<file path="src/rtl/gpio_irq_pkg.sv">
package gpio_irq_pkg;

    localparam logic [7:0] ADDR_IN_BASE  = 8'h00;
    localparam logic [7:0] ADDR_LAT_BASE = 8'h44;
    localparam logic [7:0] ADDR_MSK_BASE = 8'h4A;

    typedef enum logic {
        CELL_QUIET = 1'b0,
        CELL_HELD  = 1'b1
    } cell_st_e;

    typedef enum logic {
        IRQ_RELEASED = 1'b0,
        IRQ_DRIVING  = 1'b1
    } irq_st_e;

endpackage

</file>
<file path="src/rtl/gpio_irq_sync.sv">
module gpio_irq_sync #(
    parameter int W      = 16,
    parameter int STAGES = 2
) (
    input  logic         clk,
    input  logic         rst_n,
    input  logic [W-1:0] din,
    output logic [W-1:0] dout
);
    logic [W-1:0] stg [STAGES];

    always_ff @(posedge clk or negedge rst_n) begin
        if (!rst_n) begin
            for (int k = 0; k < STAGES; k++) stg[k] <= '0;
        end else begin
            stg[0] <= din;
            for (int k = 1; k < STAGES; k++) stg[k] <= stg[k-1];
        end
    end

    assign dout = stg[STAGES-1];
endmodule

</file>
<file path="src/rtl/gpio_irq_cell.sv">
module gpio_irq_cell import gpio_irq_pkg::*; (
    input  logic clk,
    input  logic rst_n,
    input  logic live,
    input  logic latch_en,
    input  logic clear,
    output logic pend,
    output logic held,
    output logic rd_bit
);
    cell_st_e state_q, state_d;
    logic     ref_q;
    logic     cap_q;

    // next state
    always_comb begin
        state_d = state_q;
        unique case (state_q)
            CELL_QUIET: if (!clear && latch_en && (live != ref_q)) state_d = CELL_HELD;
            CELL_HELD:  if (clear) state_d = CELL_QUIET;
            default:    state_d = CELL_QUIET;
        endcase
    end

    // state register with snapshot and capture
    always_ff @(posedge clk or negedge rst_n) begin
        if (!rst_n) begin
            state_q <= CELL_QUIET;
            ref_q   <= 1'b0;
            cap_q   <= 1'b0;
        end else begin
            state_q <= state_d;
            if (clear) ref_q <= live;
            if (state_q == CELL_QUIET && state_d == CELL_HELD) cap_q <= live;
        end
    end

    // outputs
    always_comb begin
        unique case (state_q)
            CELL_QUIET: begin
                pend   = (live != ref_q);
                held   = 1'b0;
                rd_bit = live;
            end
            CELL_HELD: begin
                pend   = 1'b1;
                held   = 1'b1;
                rd_bit = cap_q;
            end
            default: begin
                pend   = 1'b0;
                held   = 1'b0;
                rd_bit = live;
            end
        endcase
    end
endmodule

</file>
<file path="src/rtl/gpio_irq_out.sv">
module gpio_irq_out import gpio_irq_pkg::*; (
    input  logic clk,
    input  logic rst_n,
    input  logic req,
    output logic int_oe,
    output logic int_n
);
    irq_st_e state_q, state_d;

    always_comb begin
        state_d = state_q;
        unique case (state_q)
            IRQ_RELEASED: if (req)  state_d = IRQ_DRIVING;
            IRQ_DRIVING:  if (!req) state_d = IRQ_RELEASED;
            default:      state_d = IRQ_RELEASED;
        endcase
    end

    always_ff @(posedge clk or negedge rst_n) begin
        if (!rst_n) state_q <= IRQ_RELEASED;
        else        state_q <= state_d;
    end

    always_comb begin
        unique case (state_q)
            IRQ_RELEASED: begin int_oe = 1'b0; int_n = 1'b1; end
            IRQ_DRIVING:  begin int_oe = 1'b1; int_n = 1'b0; end
            default:      begin int_oe = 1'b0; int_n = 1'b1; end
        endcase
    end
endmodule

</file>
<file path="src/rtl/gpio_irq_ctrl.sv">
module gpio_irq_ctrl import gpio_irq_pkg::*; #(
    parameter int PORT_W      = 8,
    parameter int NUM_PORTS   = 2,
    parameter int SYNC_STAGES = 2
) (
    input  logic                        clk,
    input  logic                        rst_n,
    input  logic [PORT_W*NUM_PORTS-1:0] pin_in,
    input  logic                        rd_stb,
    input  logic                        wr_stb,
    input  logic [7:0]                  addr,
    input  logic [PORT_W-1:0]           wdata,
    output logic [PORT_W-1:0]           rdata,
    output logic                        int_n,
    output logic                        int_oe
);
    localparam int PIN_W = PORT_W * NUM_PORTS;

    logic [PIN_W-1:0]     live;
    logic [PIN_W-1:0]     pend_vec;
    logic [PIN_W-1:0]     held_vec;
    logic [PIN_W-1:0]     rd_vec;
    logic [PIN_W-1:0]     mask_q;
    logic [PIN_W-1:0]     latch_q;
    logic [NUM_PORTS-1:0] port_rd;
    logic [PORT_W-1:0]    rd_val;
    logic                 any_req;

    gpio_irq_sync #(.W(PIN_W), .STAGES(SYNC_STAGES)) u_sync (
        .clk  (clk),
        .rst_n(rst_n),
        .din  (pin_in),
        .dout (live)
    );

    // per-port read strobes
    generate
        for (genvar p = 0; p < NUM_PORTS; p++) begin : g_port
            assign port_rd[p] = rd_stb && (addr == ADDR_IN_BASE + 8'(p));
        end
    endgenerate

    // configuration registers
    always_ff @(posedge clk or negedge rst_n) begin
        if (!rst_n) begin
            mask_q  <= '1;
            latch_q <= '0;
        end else if (wr_stb) begin
            for (int p = 0; p < NUM_PORTS; p++) begin
                if (addr == ADDR_MSK_BASE + 8'(p)) mask_q[p*PORT_W +: PORT_W]  <= wdata;
                if (addr == ADDR_LAT_BASE + 8'(p)) latch_q[p*PORT_W +: PORT_W] <= wdata;
            end
        end
    end

    // one change cell per pin
    generate
        for (genvar i = 0; i < PIN_W; i++) begin : g_cell
            gpio_irq_cell u_cell (
                .clk     (clk),
                .rst_n   (rst_n),
                .live    (live[i]),
                .latch_en(latch_q[i]),
                .clear   (port_rd[i / PORT_W]),
                .pend    (pend_vec[i]),
                .held    (held_vec[i]),
                .rd_bit  (rd_vec[i])
            );
        end
    endgenerate

    // read mux
    always_comb begin
        rd_val = '0;
        for (int p = 0; p < NUM_PORTS; p++) begin
            if (addr == ADDR_IN_BASE + 8'(p))  rd_val = rd_vec[p*PORT_W +: PORT_W];
            if (addr == ADDR_LAT_BASE + 8'(p)) rd_val = latch_q[p*PORT_W +: PORT_W];
            if (addr == ADDR_MSK_BASE + 8'(p)) rd_val = mask_q[p*PORT_W +: PORT_W];
        end
    end

    always_ff @(posedge clk or negedge rst_n) begin
        if (!rst_n)      rdata <= '0;
        else if (rd_stb) rdata <= rd_val;
    end

    assign any_req = |(pend_vec & ~mask_q);

    gpio_irq_out u_out (
        .clk   (clk),
        .rst_n (rst_n),
        .req   (any_req),
        .int_oe(int_oe),
        .int_n (int_n)
    );
endmodule

</file>
<file path="config.mk">
export PLATFORM = sky130hd
export DESIGN_NAME = gpio_irq_ctrl
export DESIGN_NICKNAME = d
export VERILOG_FILES = /design/src/rtl/gpio_irq_pkg.sv /design/src/rtl/gpio_irq_sync.sv /design/src/rtl/gpio_irq_cell.sv /design/src/rtl/gpio_irq_out.sv /design/src/rtl/gpio_irq_ctrl.sv
export SDC_FILE = /design/constraint.sdc
export NUM_CORES = 1
export LEC_CHECK = 0
export BUFFER_PORTS_ARGS = -buffer_cell sky130_fd_sc_hd__buf_2
export CORE_MARGIN = 3
export CORE_UTILIZATION = 30
export CTS_BUF_LIST = sky130_fd_sc_hd__clkbuf_8
export DETAILED_ROUTE_END_ITERATION = 7
export MAX_ROUTING_LAYER = met4
export SLEW_MARGIN = 20
export SYNTH_ARGS = -nofsm -noshare
export SYNTH_HDL_FRONTEND = slang
export SYNTH_SLANG_ARGS = --single-unit
</file>
<file path="constraint.sdc">
create_clock -name clk -period 1.9 [get_ports clk]
set_input_delay 0.38 -clock clk [delete_from_list [all_inputs] [get_ports clk]]
set_output_delay 0.38 -clock clk [all_outputs]
set_load 0.05 [all_outputs]
</file>
==> run_results.csv, run 1 <==
group,metric,value,unit
outcome,run_status,"complete, no violations",
placement,globalplace.congestion,0.868,
sta,max_clock_freq,609,MHz
grt,antenna_found_initial,1,
finish,finish.utilization,0.372,
grt,wire_length_of_the_first_global_routing_pass,22.2,mm
synthesis,synth_compound_gate_area_share,0.150,
sta,tightest_pin_transition,0.533,ns
placement,placed_area,6290,um^2
synthesis,synth_enable_flop_cells,0,
route,routed_wire_length_per_instance,16.2,um
floorplanning,fp.dieH,142,um
placement,dp.final_hpwl,10.3,mm
route,drt-vias-per-instance,4.97,
floorplanning,die-area,20100,um^2
floorplanning,rows,49,
sta,finalClockSkew,0.0139,ns
sta,slew_headroom,0.644,
grt,grt_max_degree,38,
synthesis,syn_avg_cell_area,10.9,um^2
clock_network,cts.clk_slew.worst_paths,0.07,ns
synthesis,synth.yosys.seq_area_share,0.550,
clock_network,cts_num_sinks,121,
synthesis,syn-instance-count,506,
finish,layout-area-overhead-vs-synth,21.1,%
power_and_ir_drop,vdd_drop_max,412,uV
flow_run,max_cap_violations,0,
synthesis,yosys.cell_types.count,44,
clock_network,clk_root_buffer_cell,"clkbuf_8",
sta,finalWorstPathRequiredPeriod,1.64,ns
critical_path,cp_data_required_time,2.20,ns
finish,post_layout_nonfiller_instances,835,
sta,finalHoldViolations,0,
synthesis,post_synth_mux_area_share,0.0917,
route,drt-pass1-iter-count,4,
power_and_ir_drop,power,5480,uW
sta,pins_over_slew_limit,0,
floorplanning,core_footprint,18000,um^2
placement,numPlacedInstances,798,
synthesis,synthTopCellsByArea,"dfrtp_1, mux2_2, dfstp_2",
synthesis,postSynthRegisterBits,121,
synthesis,synth_largest_type_area_fraction,0.474,
critical_path,path_class,"register to register",
sta,setup_viols_final,0,
synthesis,synth_fa_ha_area_frac,0,
route,number_of_drc_violations_after_detailed_routing,0,
hold_path,hold_path.class,"input pin to register",
route,vias,4147,
critical_path,arrival_time_of_data_at_the_critical_path_endpoint,1.94,ns
synthesis,postSynth.asyncResetShare,1.00,
synthesis,warnings_synthesis,0,
synthesis,mappedNetlistNets,542,
critical_path,cp-start-kind,"register",
clock_network,ctsLongestPathBuffers,2,
synthesis,synthesis.area,5540,um^2
synthesis,leading_area_contributor_after_synthesis,"dfrtp_1",
sta,post-route-period-util,0.864,
sta,rsz0062_at_grt,"false",
sta,tns,0,ns
clock_network,tritoncts,"done",
placement,io_buffer_count,45,
grt,vias_in_the_first_global_route,4388,
grt,grt_resource_usage_total,0.147,
synthesis,synth-xor-area-share,0.0253,
synthesis,synth_top_family_by_area,"compound AO/OA/AOI/OAI gates",
clock_network,cts_inserted_buffers,17,
route,antenna_violating_nets_post_route,0,
critical_path,critical_path.max_fanout,4,
grt,grt_remaining_overflow,0,
critical_path,cp-end-kind,"register",
clock_network,cts_setup_buffers,0,
clock_network,clk_latency,0.44,ns
power_and_ir_drop,cellPowerDensity,817,nW/um^2
clock_network,cts_max_level,4,
route,drt-total-wl,13.5,mm
floorplanning,die-width,142,um
floorplanning,start_util,0.307,
finish,design_area,6710,um^2
finish,nets,628,
power_and_ir_drop,p_leak,0.00306,uW
route,dr.first_iter.drc_count,282,
finish,drive_gt1_frac,0.289,
floorplanning,i_o_pin_count,46,
synthesis,synthFlopType,"dfrtp_1",
synthesis,synth_simple_gate_area_share,0.145,
[final cells by class]
class                           instances  area, um^2
Antenna cell                            1        2.50
Clock buffer                           21         289
Clock inverter                         11        81.3
Fill cell                            1809       11300
Inverter                               25        93.8
Multi-Input combinational cell        341        2280
Sequential cell                       121        3050
Tap cell                              229         287
Timing Repair Buffer                   86         621
[power by group]
group          internal [uW]  total (uW)  switching [uW]  leakage (uW)
sequential              2720        2850             130       0.00142
combinational            210         500             290       0.00144
clock                   1140        2120             978      0.000201
[sequential cells by signal (all words and copies together) (netlist names)]
signal / flops
u_sync.stg: 16
rdata: 8
u_out.state_q: 1
g_cell.u_cell.state_q: 16
g_cell.u_cell.ref_q: 16
u_sync.dout: 16
g_cell.u_cell.cap_q: 16
mask_q: 16
latch_q: 16
[Yosys cell counts (all sizes together) (5+ instances only)]
cell	n
dfrtp	105
a21oi	43
nand2	42
mux2	38
nor2	34
nor3	27
inv	25
o22ai	18
nand2b	17
buf	16
dfstp	16
xor2	16
o21ai	14
a211oi	12
o22a	12
o31a	10
mux2i	8
nor2b	5
[path summary, 6_finish.rpt]
kind / start / endpoint / slack, ns / cells after the start
min: pin_in[2] / u_sync.stg[18]$_DFF_PN0_ / 0.04 / 1
max in group asynchronous: rst_n / mask_q[15]$_DFFE_PN1P_ / 0.83 / 3
min reg2reg: u_sync.stg[22]$_DFF_PN0_ / u_sync.dout[6]$_DFF_PN0_ / 0.35 / 0
max reg2reg: g_cell[2].u_cell.state_q$_DFF_PN0_ / rdata[2]$_DFFE_PN0P_ / 0.26 / 5
max: g_cell[2].u_cell.state_q$_DFF_PN0_ / rdata[2]$_DFFE_PN0P_ / 0.26 / 5
min in group asynchronous: rst_n / g_cell[14].u_cell.ref_q$_DFFE_PN0P_ / 0.46 / 2
[stage by stage]
stage / hold slack, ns / setup slack [ns]
after floorplan: 0.0844 / 0.149
after global placement: 0.333 / -0.164
after detailed placement: 0.335 / -0.199
after CTS: 0.00507 / 0.240
after global routing: 0.000184 / 0.0472
final: 0.0417 / 0.259
[metal layers]
layer | part of all wire | GRT usage | vias up
met5 | 0 | - | -
met4 | 0.015 | 0.0566 | 0
met3 | 0.051 | 0.0482 | 15
met2 | 0.50 | 0.230 | 89
met1 | 0.44 | 0.176 | 2041
li1 | - | - | 2002
[cell usage in the layout (no fill, tap or decap), types with 21 or more instances in the layout]
master      n
buf_4      32
nor2_1     34
mux2_2     38
inv_1      28
dfrtp_1   105
clkbuf_8   21
buf_2      44
nor3_1     25
a21oi_1    43
nand2_1    42
[worst max-delay path, stage by stage, from the launching register on]
cell and delay [ns]:
dfrtp_1 0.39, mux2_2 0.36, a32oi_1 0.23, nor3_1 0.07, a2111oi_0 0.37, nor3_1 0.09
[cells by family after synthesis]
| group | count (synthesis) |
|---|---|
| and+or+nand+nor | 154 |
| xor gates and xnor gates | 16 |
| muxes | 46 |
| DFF | 121 |
| buffers and inverters | 44 |
| AOI/OAI and AO/OA | 125 |
[timing repair]
| item | in CTS | in global routing |
|---|---|---|
| gates resized for setup | 0 | 0 |
| hold buffers | 1 | 3 |
| hold endpoints to repair | 28 | 3 |
Note: power is estimated with default switching activity, not from simulation.
==> run 2: changes to the inputs <==
ABC_AREA = 1   (was not set)
SETUP_SLACK_MARGIN = 0.3   (was not set)
SYNTH_HIERARCHICAL = 1   (was not set)
==> run 2 against run 1 <==
  * Utilization about the same
  * Count of clock-buffer cells in the layout down 3
  * Combinational power up 15%
  * Cell area up 6.1%
  * Worst setup slack better by 0.14 ns
  * Sequential power about the same
  * Non-clock buffer count down 13
  * Maximum frequency up 9.0%
  * Via count up 9.8%
  * Clock power up 19%
  * Sequential share of layout area down 2.6 points
==> run_results.csv, run 2 <==
group,metric,value,unit
finish,mostFrequentLayoutCell,"nand2_1",
clock_network,cts_num_sinks,121,
route,drt-vias-per-instance,4.29,
placement,globalplace.congestion,0.799,
critical_path,setup.worst_path.start,"u_out/state_q$_DFF_PN0_",
synthesis,synth_most_common_cell,"nand2_1",
sta,finalWorstPathRequiredPeriod,1.51,ns
flow_run,max_cap_violations,0,
sta,setup_viols_final,0,
placement,dp_slack,0.236,ns
finish,nFillCells,2007,
floorplanning,die-area,21600,um^2
clock_network,cts_max_level,4,
route,drt-pass1-iter-count,4,
route,drt-total-wl,12.9,mm
route,routed_wire_length_per_instance,12.2,um
floorplanning,fp.dieH,147,um
grt,grt_max_degree,36,
clock_network,clk_latency,0.46,ns
sta,tns,0,ns
synthesis,leading_area_contributor_after_synthesis,"dfrtp_1",
critical_path,worst-r2r-cell-count,6,
sta,post-route-period-util,0.793,
sta,layout_setup_ws,0.394,ns
grt,wire_length_of_the_first_global_routing_pass,21.7,mm
outcome,run_status,"complete, no violations",
critical_path,arrival_time_of_data_at_the_critical_path_endpoint,1.13,ns
sta,finalClockSkew,0.0117,ns
finish,drive_gt1_frac,0.264,
placement,dp.final_hpwl,9.35,mm
sta,slew_headroom,0.712,
critical_path,path_class,"register to output pin",
synthesis,yosys.cell_types.count,29,
grt,grt_resource_usage_total,0.131,
sta,rsz0062_at_grt,"false",
sta,finalHoldViolations,0,
clock_network,cts.clk_slew.worst_paths,0.07,ns
critical_path,ff2ff_setup_slack,0.47,ns
finish,nets,823,
synthesis,syn_avg_cell_area,8.32,um^2
synthesis,synthesis.area,5970,um^2
floorplanning,rows,50,
critical_path,cpPeakStageDelay,0.38,ns
synthesis,postSynth.asyncResetShare,1.00,
power_and_ir_drop,cellPowerDensity,831,nW/um^2
critical_path,crit-reg2reg-capture,"u_out/state_q$_DFF_PN0_",
route,number_of_drc_violations_after_detailed_routing,0,
critical_path,cp_data_required_time,1.52,ns
synthesis,warnings_synthesis,6,
synthesis,synthFlopType,"dfrtp_1",
hold_path,hold_path.class,"input pin to register",
floorplanning,core_footprint,19100,um^2
critical_path,cp-endpoint,"int_n",
route,dr.first_iter.drc_count,293,
floorplanning,start_util,0.312,
sta,pins_over_slew_limit,0,
clock_network,tritoncts,"done",
synthesis,synth_enable_flop_cells,0,
grt,grt_remaining_overflow,0,
synthesis,synth.top_cells.by_count,"nand2_1, dfrtp_1, inv_1, nor2_1, o21ai_0",
route,antenna_violating_nets_post_route,0,
sta,tightest_pin_transition,0.432,ns
critical_path,reg2reg_from,"g_cell[15].u_cell/state_q$_DFF_PN0_",
synthesis,synth.yosys.seq_area_share,0.511,
clock_network,cts_inserted_buffers,17,
clock_network,cts_setup_buffers,0,
placement,io_buffer_count,45,
floorplanning,die-width,147,um
grt,antenna_found_initial,0,
clock_network,ctsLongestPathBuffers,2,
critical_path,critical-path-slowest-cell,"dfrtp_1",
critical_path,cp-end-kind,"output pin",
synthesis,synth_largest_type_area_fraction,0.440,
power_and_ir_drop,p_leak,0.00363,uW
finish,diodes,0,
finish,layout-area-overhead-vs-synth,19.2,%
synthesis,syn-instance-count,717,
synthesis,postSynthRegisterBits,121,
power_and_ir_drop,vdd_drop_max,472,uV
synthesis,synthTopCellsByArea,"dfrtp_1, nand2_1, dfstp_2",
critical_path,worstPathCellList,"inv_1 -> buf_2",
finish,final_cell_mix,"nand2_1, dfrtp_1, inv_1, buf_2, nor2_1",
grt,vias_in_the_first_global_route,4339,
sta,max_clock_freq,664,MHz
clock_network,clk_root_buffer_cell,"clkbuf_8",
synthesis,mappedNetlistNets,753,
route,vias,4552,
critical_path,critical_path.max_fanout,2,
critical_path,cp-start-kind,"register",
floorplanning,i_o_pin_count,46,
run 2: changes by cell type after synthesis, moves of 17 or more:
cell      delta
nand2_1    +175
inv_1       +77
mux2_2      -38
o21ai_2     +30
a21oi_1     -25
nand3_1     +23
nor3_1      -23
nand2_2     +22
inv_2       +19
o21ai_0     +18
nand2b_1    -17
nand4_1     +17
run 2: kinds of logic after synthesis:
kind of cell | after synthesis | synth area share
AOI/OAI and AO/OA | 94 | 0.0992
buffers and inverters | 145 | 0.108
DFF | 121 | 0.511
and+or+nand+nor | 357 | 0.282
run 2: worst min-delay path by stage:
stage	start	to	slack, ns	cells after the start
CTS	pin_in[4]	u_sync/stg[20]$_DFF_PN0_	0.002	1
global route	pin_in[4]	u_sync/stg[20]$_DFF_PN0_	0.02	1
floorplan	rst_n	g_cell[0].u_cell/cap_q$_DFFE_PN0P_	0.08	0
finish	pin_in[4]	u_sync/stg[20]$_DFF_PN0_	0.04	1
detailed placement	u_sync/stg[28]$_DFF_PN0_	u_sync/dout[12]$_DFF_PN0_	0.33	0
global placement	u_sync/stg[26]$_DFF_PN0_	u_sync/dout[10]$_DFF_PN0_	0.33	0
run 2: report_power, final:
| group | leakage [uW] | switching (uW) | internal (uW) |
|---|---|---|---|
| clock | 0.000213 | 1070 | 1450 |
| combinational | 0.00195 | 365 | 212 |
| sequential | 0.00147 | 94.1 | 2730 |
run 2: area by class of cell:
class	count	area (um^2)	area share
tap	260	325	0.0457
sequential	121	3050	0.428
clock inverter	14	181	0.0255
inverter	123	468	0.0658
timing repair buffer	73	515	0.0724
multi-input combinational	451	2330	0.328
clock buffer	18	248	0.0348
run 2: per-layer routing:
layer	share of wire	GRT usage	vias up
li1	-	-	2371
met1	0.50	0.177	2087
met2	0.44	0.191	81
met3	0.048	0.0364	13
met4	0.012	0.0447	0
met5	0	-	-
run 2: repair_timing:
action	4_1_cts	5_1_grt
hold buffers	16	0
gates resized for setup	0	1
setup endpoints to repair	0	1
hold endpoints to repair	33	0
run 2: per-stage QoR:
step                      instance area (um^2)  hold slack, ns  utilization  power, uW  cells
final                                     7120          0.0421        0.372       5910   1060
after global routing                      7120          0.0235        0.372       6230   1060
after floorplan                           6020          0.0844            -       3230    717
after global placement                    6520           0.332        0.341       3420   1012
after detailed placement                  6520           0.335        0.341       3430   1012
after CTS                                 7110         0.00230        0.371       6020   1060
run 2: critical path, delay by kind of cell, from the launching register on:
kind	cells	cell delay, ns
buffers and inverters	2	0.30
DFF	1	0.38
